--- config.mk ---
export PLATFORM = sky130hd
export DESIGN_NAME = flash_pf_ctrl
export DESIGN_NICKNAME = d
export VERILOG_FILES = /design/src/rtl/flash_pf_pkg.sv /design/src/rtl/flash_pf_cfg.sv /design/src/rtl/flash_pf_region.sv /design/src/rtl/flash_pf_target.sv /design/src/rtl/flash_pf_ctrl.sv
export SDC_FILE = /design/constraint.sdc
export NUM_CORES = 1
export LEC_CHECK = 0
export ABC_AREA = 1
export BUFFER_PORTS_ARGS = -buffer_cell sky130_fd_sc_hd__buf_2
export CAP_MARGIN = 20
export CORE_UTILIZATION = 35
export CTS_BUF_LIST = sky130_fd_sc_hd__clkbuf_4 sky130_fd_sc_hd__clkbuf_8
export CTS_CLUSTER_SIZE = 24
export DETAILED_ROUTE_END_ITERATION = 16
export PLACE_DENSITY = 0.64
export SYNTH_ARGS = -nofsm -noshare
export SYNTH_HDL_FRONTEND = slang
export SYNTH_SLANG_ARGS = --single-unit
--- constraint.sdc ---
create_clock -name clk_i -period 2 [get_ports clk_i]
set_input_delay 0.4 -clock clk_i [delete_from_list [all_inputs] [get_ports clk_i]]
set_output_delay 0.4 -clock clk_i [all_outputs]
set_load 0.05 [all_outputs]
--- src/rtl/flash_pf_pkg.sv ---
package flash_pf_pkg;
  localparam int CTRL_WIDE_BIT   = 0;
  localparam int CTRL_SINGLE_BIT = 1;
  localparam int CTRL_RANGE_BIT  = 2;

  typedef struct packed {
    logic range_en;
    logic single_pf;
    logic wide_rd;
  } pf_ctrl_t;

  typedef enum logic [1:0] {
    SEL_CTRL = 2'd0,
    SEL_REGA = 2'd1,
    SEL_REGB = 2'd2,
    SEL_RSVD = 2'd3
  } cfg_sel_e;
endpackage

--- src/rtl/flash_pf_cfg.sv ---
module flash_pf_cfg
  import flash_pf_pkg::*;
#(
  parameter int AW = 32
) (
  input  logic          clk_i,
  input  logic          rst_ni,
  input  logic          we_i,
  input  logic [1:0]    sel_i,
  input  logic [AW-1:0] wdata_i,
  input  logic          lock_i,
  output logic [AW-1:0] rdata_o,
  output pf_ctrl_t      ctrl_o,
  output logic [AW-1:0] reg_a_o,
  output logic [AW-1:0] reg_b_o
);
  pf_ctrl_t      ctrl_q;
  logic [AW-1:0] reg_a_q, reg_b_q;
  cfg_sel_e      sel;

  assign sel = cfg_sel_e'(sel_i);

  always_ff @(posedge clk_i or negedge rst_ni) begin
    if (!rst_ni) begin
      ctrl_q  <= '0;
      reg_a_q <= '0;
      reg_b_q <= '1;
    end else if (we_i) begin
      case (sel)
        SEL_CTRL: begin
          ctrl_q.range_en <= wdata_i[CTRL_RANGE_BIT];
          // width/depth frozen while an access is outstanding
          if (!lock_i) begin
            ctrl_q.wide_rd   <= wdata_i[CTRL_WIDE_BIT];
            ctrl_q.single_pf <= wdata_i[CTRL_SINGLE_BIT];
          end
        end
        SEL_REGA: reg_a_q <= wdata_i;
        SEL_REGB: reg_b_q <= wdata_i;
        default:  ;
      endcase
    end
  end

  always_comb begin
    rdata_o = '0;
    case (sel)
      SEL_CTRL: begin
        rdata_o[CTRL_WIDE_BIT]   = ctrl_q.wide_rd;
        rdata_o[CTRL_SINGLE_BIT] = ctrl_q.single_pf;
        rdata_o[CTRL_RANGE_BIT]  = ctrl_q.range_en;
      end
      SEL_REGA: rdata_o = reg_a_q;
      SEL_REGB: rdata_o = reg_b_q;
      default:  rdata_o = '0;
    endcase
  end

  assign ctrl_o  = ctrl_q;
  assign reg_a_o = reg_a_q;
  assign reg_b_o = reg_b_q;

  p_mode_hold_r8: assert property (@(posedge clk_i) disable iff (!rst_ni)
    lock_i |=> $stable(ctrl_q.wide_rd) && $stable(ctrl_q.single_pf));
endmodule

--- src/rtl/flash_pf_region.sv ---
module flash_pf_region #(
  parameter int AW = 32
) (
  input  logic [AW-1:0] addr_i,
  input  logic [AW-1:0] reg_a_i,
  input  logic [AW-1:0] reg_b_i,
  input  logic          range_en_i,
  output logic          noncache_o
);
  logic hit_mask, hit_range;

  assign hit_mask   = ((addr_i ^ reg_a_i) & reg_b_i) == '0;
  assign hit_range  = (addr_i >= reg_a_i) && (addr_i <= reg_b_i);
  assign noncache_o = range_en_i ? hit_range : hit_mask;
endmodule

--- src/rtl/flash_pf_target.sv ---
module flash_pf_target #(
  parameter int AW = 32
) (
  input  logic [AW-1:0] word_addr_i,
  input  logic          wide_i,
  input  logic          single_i,
  output logic [AW-1:0] pf_addr_o
);
  localparam logic [AW-1:0] STEP_WORD = AW'(4);
  localparam logic [AW-1:0] STEP_LINE = AW'(8);

  logic use_line;

  // full-line step only from the lower word of a 64-bit line
  assign use_line  = wide_i && !single_i && !word_addr_i[2];
  assign pf_addr_o = word_addr_i + (use_line ? STEP_LINE : STEP_WORD);
endmodule

--- src/rtl/flash_pf_ctrl.sv ---
module flash_pf_ctrl
  import flash_pf_pkg::*;
(
  input  logic        clk_i,
  input  logic        rst_ni,
  input  logic        cfg_we_i,
  input  logic [1:0]  cfg_sel_i,
  input  logic [31:0] cfg_wdata_i,
  output logic [31:0] cfg_rdata_o,
  input  logic        fetch_req_i,
  input  logic        fetch_we_i,
  input  logic [31:0] fetch_addr_i,
  input  logic        rd_done_i,
  output logic        busy_o,
  output logic        acc_valid_o,
  output logic        acc_reject_o,
  output logic        acc_cacheable_o,
  output logic        pf_valid_o,
  output logic [31:0] pf_addr_o,
  output logic        pf_hit_o,
  output logic        pf_cancel_o
);
  localparam int AW = 32;

  pf_ctrl_t      ctrl;
  logic [AW-1:0] reg_a, reg_b, word_addr, pf_next;
  logic          noncache, accept, reject, take, is_read, pf_issue;
  logic          busy_q, pend_q;
  logic [AW-1:0] pend_addr_q, acc_word_q;

  flash_pf_cfg #(.AW(AW)) i_cfg (
    .clk_i, .rst_ni,
    .we_i(cfg_we_i), .sel_i(cfg_sel_i), .wdata_i(cfg_wdata_i),
    .lock_i(busy_q), .rdata_o(cfg_rdata_o),
    .ctrl_o(ctrl), .reg_a_o(reg_a), .reg_b_o(reg_b)
  );

  flash_pf_region #(.AW(AW)) i_region (
    .addr_i(fetch_addr_i), .reg_a_i(reg_a), .reg_b_i(reg_b),
    .range_en_i(ctrl.range_en), .noncache_o(noncache)
  );

  assign word_addr = {fetch_addr_i[AW-1:2], 2'b00};

  flash_pf_target #(.AW(AW)) i_target (
    .word_addr_i(word_addr), .wide_i(ctrl.wide_rd),
    .single_i(ctrl.single_pf), .pf_addr_o(pf_next)
  );

  assign accept   = fetch_req_i && !busy_q;
  assign reject   = accept && fetch_we_i && ctrl.wide_rd;
  assign take     = accept && !reject;
  assign is_read  = take && !fetch_we_i;
  assign pf_issue = is_read && !noncache;

  always_ff @(posedge clk_i or negedge rst_ni) begin
    if (!rst_ni) begin
      busy_q          <= 1'b0;
      acc_valid_o     <= 1'b0;
      acc_reject_o    <= 1'b0;
      acc_cacheable_o <= 1'b0;
      pf_valid_o      <= 1'b0;
      pf_addr_o       <= '0;
      pf_hit_o        <= 1'b0;
      pf_cancel_o     <= 1'b0;
      pend_q          <= 1'b0;
      pend_addr_q     <= '0;
      acc_word_q      <= '0;
    end else begin
      acc_valid_o     <= take;
      acc_reject_o    <= reject;
      acc_cacheable_o <= take && !noncache;
      pf_valid_o      <= pf_issue;
      pf_hit_o        <= is_read && pend_q && (word_addr == pend_addr_q);
      pf_cancel_o     <= is_read && pend_q && (word_addr != pend_addr_q);
      if (take) begin
        busy_q     <= 1'b1;
        acc_word_q <= word_addr;
      end else if (rd_done_i) begin
        busy_q <= 1'b0;
      end
      if (pf_issue) pf_addr_o <= pf_next;
      if (is_read) begin
        pend_q      <= pf_issue;
        pend_addr_q <= pf_next;
      end
    end
  end

  assign busy_o = busy_q;

  p_no_pf_noncache_r11: assert property (@(posedge clk_i) disable iff (!rst_ni)
    (acc_valid_o && !acc_cacheable_o) |-> !pf_valid_o);
  p_reject_quiet_r7: assert property (@(posedge clk_i) disable iff (!rst_ni)
    acc_reject_o |-> !acc_valid_o && !pf_valid_o);
  p_pf_step_r3: assert property (@(posedge clk_i) disable iff (!rst_ni)
    pf_valid_o |-> ((pf_addr_o - acc_word_q) == 32'd4) || ((pf_addr_o - acc_word_q) == 32'd8));
  p_hit_xor_cancel_r12: assert property (@(posedge clk_i) disable iff (!rst_ni)
    !(pf_hit_o && pf_cancel_o));
  p_busy_ignore_r13: assert property (@(posedge clk_i) disable iff (!rst_ni)
    (busy_q && !rd_done_i) |=> !acc_valid_o && !acc_reject_o);
endmodule

== Word-level counts from Yosys, hierarchy flattened ==
Cells that the tools add are included.

* Register bits after elaboration: 139
* Bits of input ports: 72
* Output and inout bits: 71
* Word-level logic and storage cells: 57

* $add $sub $neg: 1
* $lt $le $gt $ge: 2
* Equal/unequal tests: 4
* Muxes and demuxes: 6
* Bitwise logic cells: 3
* Reduce and logical (&&, ||, !) cells: 26

{| class="wikitable"
|+ Operators by type and width
! operator !! number
|-
| one-hot mux 29 bit (2 select lines) || 1
|-
| adder 32 bit || 1
|-
| bitwise AND 32 bit || 1
|-
| == test 32 bit || 1
|-
| greater-or-equal comparator 32 bit || 1
|-
| <= comparator 32 bit || 1
|-
| zero test 32 bit || 1
|-
| inequality test 32 bit || 1
|-
| bitwise XOR 32 bit || 1
|-
| logical AND 1 bit || 13
|-
| one-hot mux 3 bit (3 select lines) || 1
|-
| zero test 1 bit || 6
|-
| AND reduction 2 bit || 3
|-
| 2-to-1 mux 4 bit || 1
|-
| 2-to-1 mux 1 bit || 3
|-
| AND reduction 3 bit || 1
|-
| == test 2 x 1 -> 1 bit (second input constant) || 1
|-
| == test 2 bit (second input constant) || 1
|-
| zero test 2 bit || 1
|-
| nonzero test 2 bit || 1
|-
| inverter 1 bit || 1
|}

== Depth between registers and ports, before layout ==
* Depth after elaboration: 9
* Mapped depth: 19
* Depth with buffers taken out: 18

== By module ==
A second synthesis with hierarchy kept.

* Cell total of the unflattened synthesis: 1361
* Area total of the unflattened synthesis: 9321.4 sq um

{| class="wikitable"
|+ Modules (own cells, without submodules)
! module !! times used !! cells each !! area an instance (sq um) !! seq. area each (sq um)
|-
| flash_pf_ctrl || 1 || 493 || 3500.9 || 1801.7
|-
| flash_pf_cfg || 1 || 377 || 3070.4 || 1716.6
|-
| flash_pf_region || 1 || 301 || 1843.0 || 0.0
|-
| flash_pf_target || 1 || 190 || 907.1 || 0.0
|}

== Worst setup path before layout ==
Ideal clock, no wire load.

* Path kind: input -> output
* Start point: input port cfg_sel_i[0]
* End point: output port cfg_rdata_o[7]
* Arrival: 1.911 ns
* Required time: 1.600 ns
* Path slack: -0.311 ns
* Cell stages on the path: 6
* Path buffers: 2
* Cell sequence: inv_1 > ha_1 > clkbuf_1 > clkbuf_1 > nand2_1 > a21oi_1

* Longest elaborated chain between the ends: 2
* Elaborated cells between the ends (all ways): 3
* Those cells by class: 2 x eq/ne; 1 x mux

{| class="wikitable"
|+ RTL lines
! element !! RTL line !! text
|-
| start, declared || flash_pf_ctrl.sv:7 || <nowiki>input logic [1:0] cfg_sel_i,</nowiki>
|-
| == test 2 bit / == test 2 x 1 -> 1 bit (equally long branches) || flash_pf_cfg.sv:47 || <nowiki>case (sel)</nowiki>
|-
| one-hot mux 29 bit (2 select lines) (*) || flash_pf_cfg.sv:47 ||
|-
| end, declared || flash_pf_ctrl.sv:9 || <nowiki>output logic [31:0] cfg_rdata_o,</nowiki>
|}

Every way passes the cells marked *; elsewhere a longest branch is shown, timed or not.

== Worst setup path in the final report ==
* Start point: register i_cfg.ctrl_q, in the netlist i_cfg.ctrl_o[0]
* End point: register pend_addr_q[27]

* Longest elaborated chain between the ends: 4
* Elaborated cells between the ends (all ways): 8
* Those cells by class: 1 x add/sub; 1 x mux; 6 x reduce/logical

{| class="wikitable"
|+ RTL lines
! element !! RTL line !! text
|-
| start, declared || flash_pf_cfg.sv:17 || <nowiki>pf_ctrl_t ctrl_q;</nowiki>
|-
| logical AND 1 bit (on tied branches) || flash_pf_target.sv:15, flash_pf_ctrl.sv:51 ||
|-
| logical AND 1 bit / zero test 1 bit (equally long branches) || flash_pf_target.sv:15, flash_pf_ctrl.sv:52 ||
|-
| 2-to-1 mux 4 bit / logical AND 1 bit (equally long branches) || flash_pf_target.sv:16, flash_pf_ctrl.sv:52 ||
|-
| adder 32 bit / logical AND 1 bit (equally long branches) || flash_pf_target.sv:16, flash_pf_ctrl.sv:53 ||
|-
| end signal, assigned || flash_pf_ctrl.sv:85 || <nowiki>pend_addr_q <= pf_next;</nowiki>
|-
| end, declared || flash_pf_ctrl.sv:29 || <nowiki>logic [AW-1:0] pend_addr_q, acc_word_q;</nowiki>
|}

Several ways; a longest one is shown, not always the timed one.
A chain may end at the register's enable or synchronous reset.

==> flow_metrics.tcl <==
set metrics [dict create \
    clock-sinks 135 \
    setup_tns_ps -5940 \
    drive_above_1_share_pct 38.0 \
    cts_tree "done" \
    fp.dieW_um 160 \
    clk_latency_ps 460 \
    final_area_um2 12700 \
    cp-end-kind "flip-flop" \
    io_buffers 140 \
    final-setup-viol-count 37 \
    crit_path_max_fanout 4 \
    ctsHtreeMaxLevel 4 \
    drt_iter0_drc 525 \
    fmax_mhz 455 \
    grt_pass1_wl_mm 43.2 \
    hold_viol 0 \
    place_area_um2 11400 \
    hp-class "in -> reg" \
    r2r_slack_ps -200 \
    n_antenna_cell 0 \
    die_area_um2 25600 \
    grt_max_degree 65 \
    via_count 8755 \
    finalMaxSlewViolations 0 \
    failed_checks "negative setup slack" \
    critPathKind "reg -> reg" \
    io_pins 143 \
    clock_path_buffers 2 \
    grt_remaining_overflow 0 \
    drcViolationCount 0 \
    power_uw 11300 \
    critPathRequiredTime_ps 2330 \
    post-place-cells 1757 \
    startpoint_type "flip-flop" \
    powerDensity_nw_per_um2 886 \
    synthCells 1159 \
    layout_commonest_cell "nand2_1" \
    clk_root_buffer_cell "clkbuf_8" \
    fin_cells 1802 \
    viasPerCell 4.86 \
    fin_crit_ps 2200 \
    netlist-cell-type-count 41 \
    status "finished, violations left" \
    syn_avg_cell_area_um2 7.53 \
    track_usage_pct 21.5 \
    initial_core_util_pct 35.8 \
    worst_clock_skew_ps 15.5 \
    ant_nets 0 \
    rows 57 \
    power_leakage_uw 0.00635 \
    maxCapViolCount 0 \
    clk_pin_slew_worst_paths_ps 70 \
    dr.pass1.iters 5 \
    irDropWorstVdd_v 0.000543 \
    fin_crit_sh_pct 110 \
    yosys_warnings 0 \
    cp.arrival_ps 2530 \
    yosysSeqAreaShare_pct 39.2 \
    syn2layout_area_growth_pct 46.0 \
    die_y_um 160 \
    mostFrequentLayoutCells "313 x nand2_1, 178 x buf_4, 149 x inv_1" \
    drt_wl_total_mm 27.9 \
    ys.flop_type "dfrtp_1" \
    grt_pass1_vias 8409 \
    gp_congestion 0.932 \
    synth-seq-cells 135 \
    synth_edf_count 0 \
    synthesis.area_um2 8730 \
    rsz0062_at_grt "yes" \
    antenna_found_initial 0 \
    wire_per_inst_um 15.5 \
    hpwl_mm 21.1 \
    postSynth.asyncResetShare_pct 100 \
    cts_buffers 17 \
    coreArea_um2 24400 \
    holdWs_ps 127 \
    timing.final.ws_setup_ps -200 \
    final_nets 1607 \
]
[worst paths after layout]
path	from	endpoint	cells after the start
worst min-delay path	rd_done_i	busy_o$_DFFE_PN0P_	2
min in group asynchronous	rst_ni	i_cfg.reg_a_o[5]$_DFFE_PN0P_	2
worst max register to register	i_cfg.ctrl_o[0]$_DFFE_PN0P_	pend_addr_q[27]$_DFFE_PN0P_	12
worst min register to register	pf_addr_o[30]$_DFFE_PN0P_	pf_addr_o[30]$_DFFE_PN0P_	2
max in group asynchronous	rst_ni	i_cfg.reg_b_o[14]$_DFFE_PN1P_	3
worst max-delay path	i_cfg.ctrl_o[0]$_DFFE_PN0P_	pend_addr_q[27]$_DFFE_PN0P_	12
[kinds of logic after synthesis]
family / after synthesis / synth area share, %
other: 1 / 0.0430
buffers and inverters: 210 / 9.29
AO/OA/AOI/OAI: 178 / 10.9
multiplexers: 9 / 1.20
AND/OR/NAND/NOR: 520 / 25.8
adder cells (fa/ha/maj): 69 / 9.89
XOR/XNOR: 37 / 3.71
flip-flops: 135 / 39.2
[cell type report]
class / count / area, um2
Clock buffer: 22 / 284
Clock inverter: 9 / 149
Fill cell: 2271 / 11600
Timing Repair Buffer: 330 / 2460
Inverter: 167 / 637
Tap cell: 324 / 405
Multi-Input combinational cell: 815 / 5390
Sequential cell: 135 / 3420
[metal layers]
metal	GRT usage, %	vias up	wire length [um]
li1	-	4345	-
met2	35.8	240	13400
met1	28.6	4133	12400
met3	3.51	37	1360
met5	0	-	0
met4	6.54	0	677
[worst max-delay path, stage by stage, from the launching register on]
cell and delay (ps):
dfrtp_1 400, inv_2 70, nor3_2 40, ha_2 330, nand2_2 60, a21oi_4 220
nand2_2 110, nor2_4 120, nand2_2 70, nor2_1 110, nand2_1 100, xnor2_2 180
mux2_4 270
[power breakdown]
part           internal, uW  total [uW]  switching (uW)
Sequential             3440        3850             412
Clock                  1450        2560            1110
Combinational          1880        4870            2990
Total                  6770       11300            4520
[synthesized netlist by cell type (3+ instances only)]
library cell,n,area (um2)
a21oi_1,58,290
xnor2_1,9,78.8
or2_2,5,31.3
o22ai_1,14,87.6
nand4_1,53,332
nor3_1,14,70.1
dfrtp_1,103,2580
clkbuf_1,35,131
nor3_2,3,30.0
mux2_2,8,90.1
dfstp_2,32,841
buf_4,5,37.5
inv_1,166,623
o21a_1,3,22.5
nor4_1,6,37.5
xor2_1,28,245
ha_1,69,863
buf_2,3,15.0
nand3_1,17,85.1
o21ai_0,94,470
nand2_1,358,1340
nor2_1,52,195
[state kept, by name, summed over array words and instances, names as in the netlist]
name / cells
acc_cacheable_o: 1
acc_reject_o: 1
acc_valid_o: 1
busy_o: 1
i_cfg.ctrl_o: 3
i_cfg.reg_a_o: 32
i_cfg.reg_b_o: 32
pend_addr_q: 30
pend_q: 1
pf_addr_o: 30
pf_cancel_o: 1
pf_hit_o: 1
pf_valid_o: 1
[metrics by stage]
step | utilization (%) | worst slack [ps]
final | 52.3 | -200
after global routing | 52.3 | -346
after CTS | 49.3 | -115
after detailed placement | 46.8 | -352
after global placement | 46.8 | -336
after floorplan | - | -42.8
[what timing repair did]
action | 4_1_cts | 5_1_grt
endpoints found under the hold margin | 39 | 0
cloned | 0 | 2
buffers inserted | 0 | 14
hold buffers | 1 | 0
pin swaps | 0 | 15
gates resized for setup | 33 | 160
endpoints found under the setup margin | 52 | 76
Note: power is estimated with default switching activity, not from simulation.
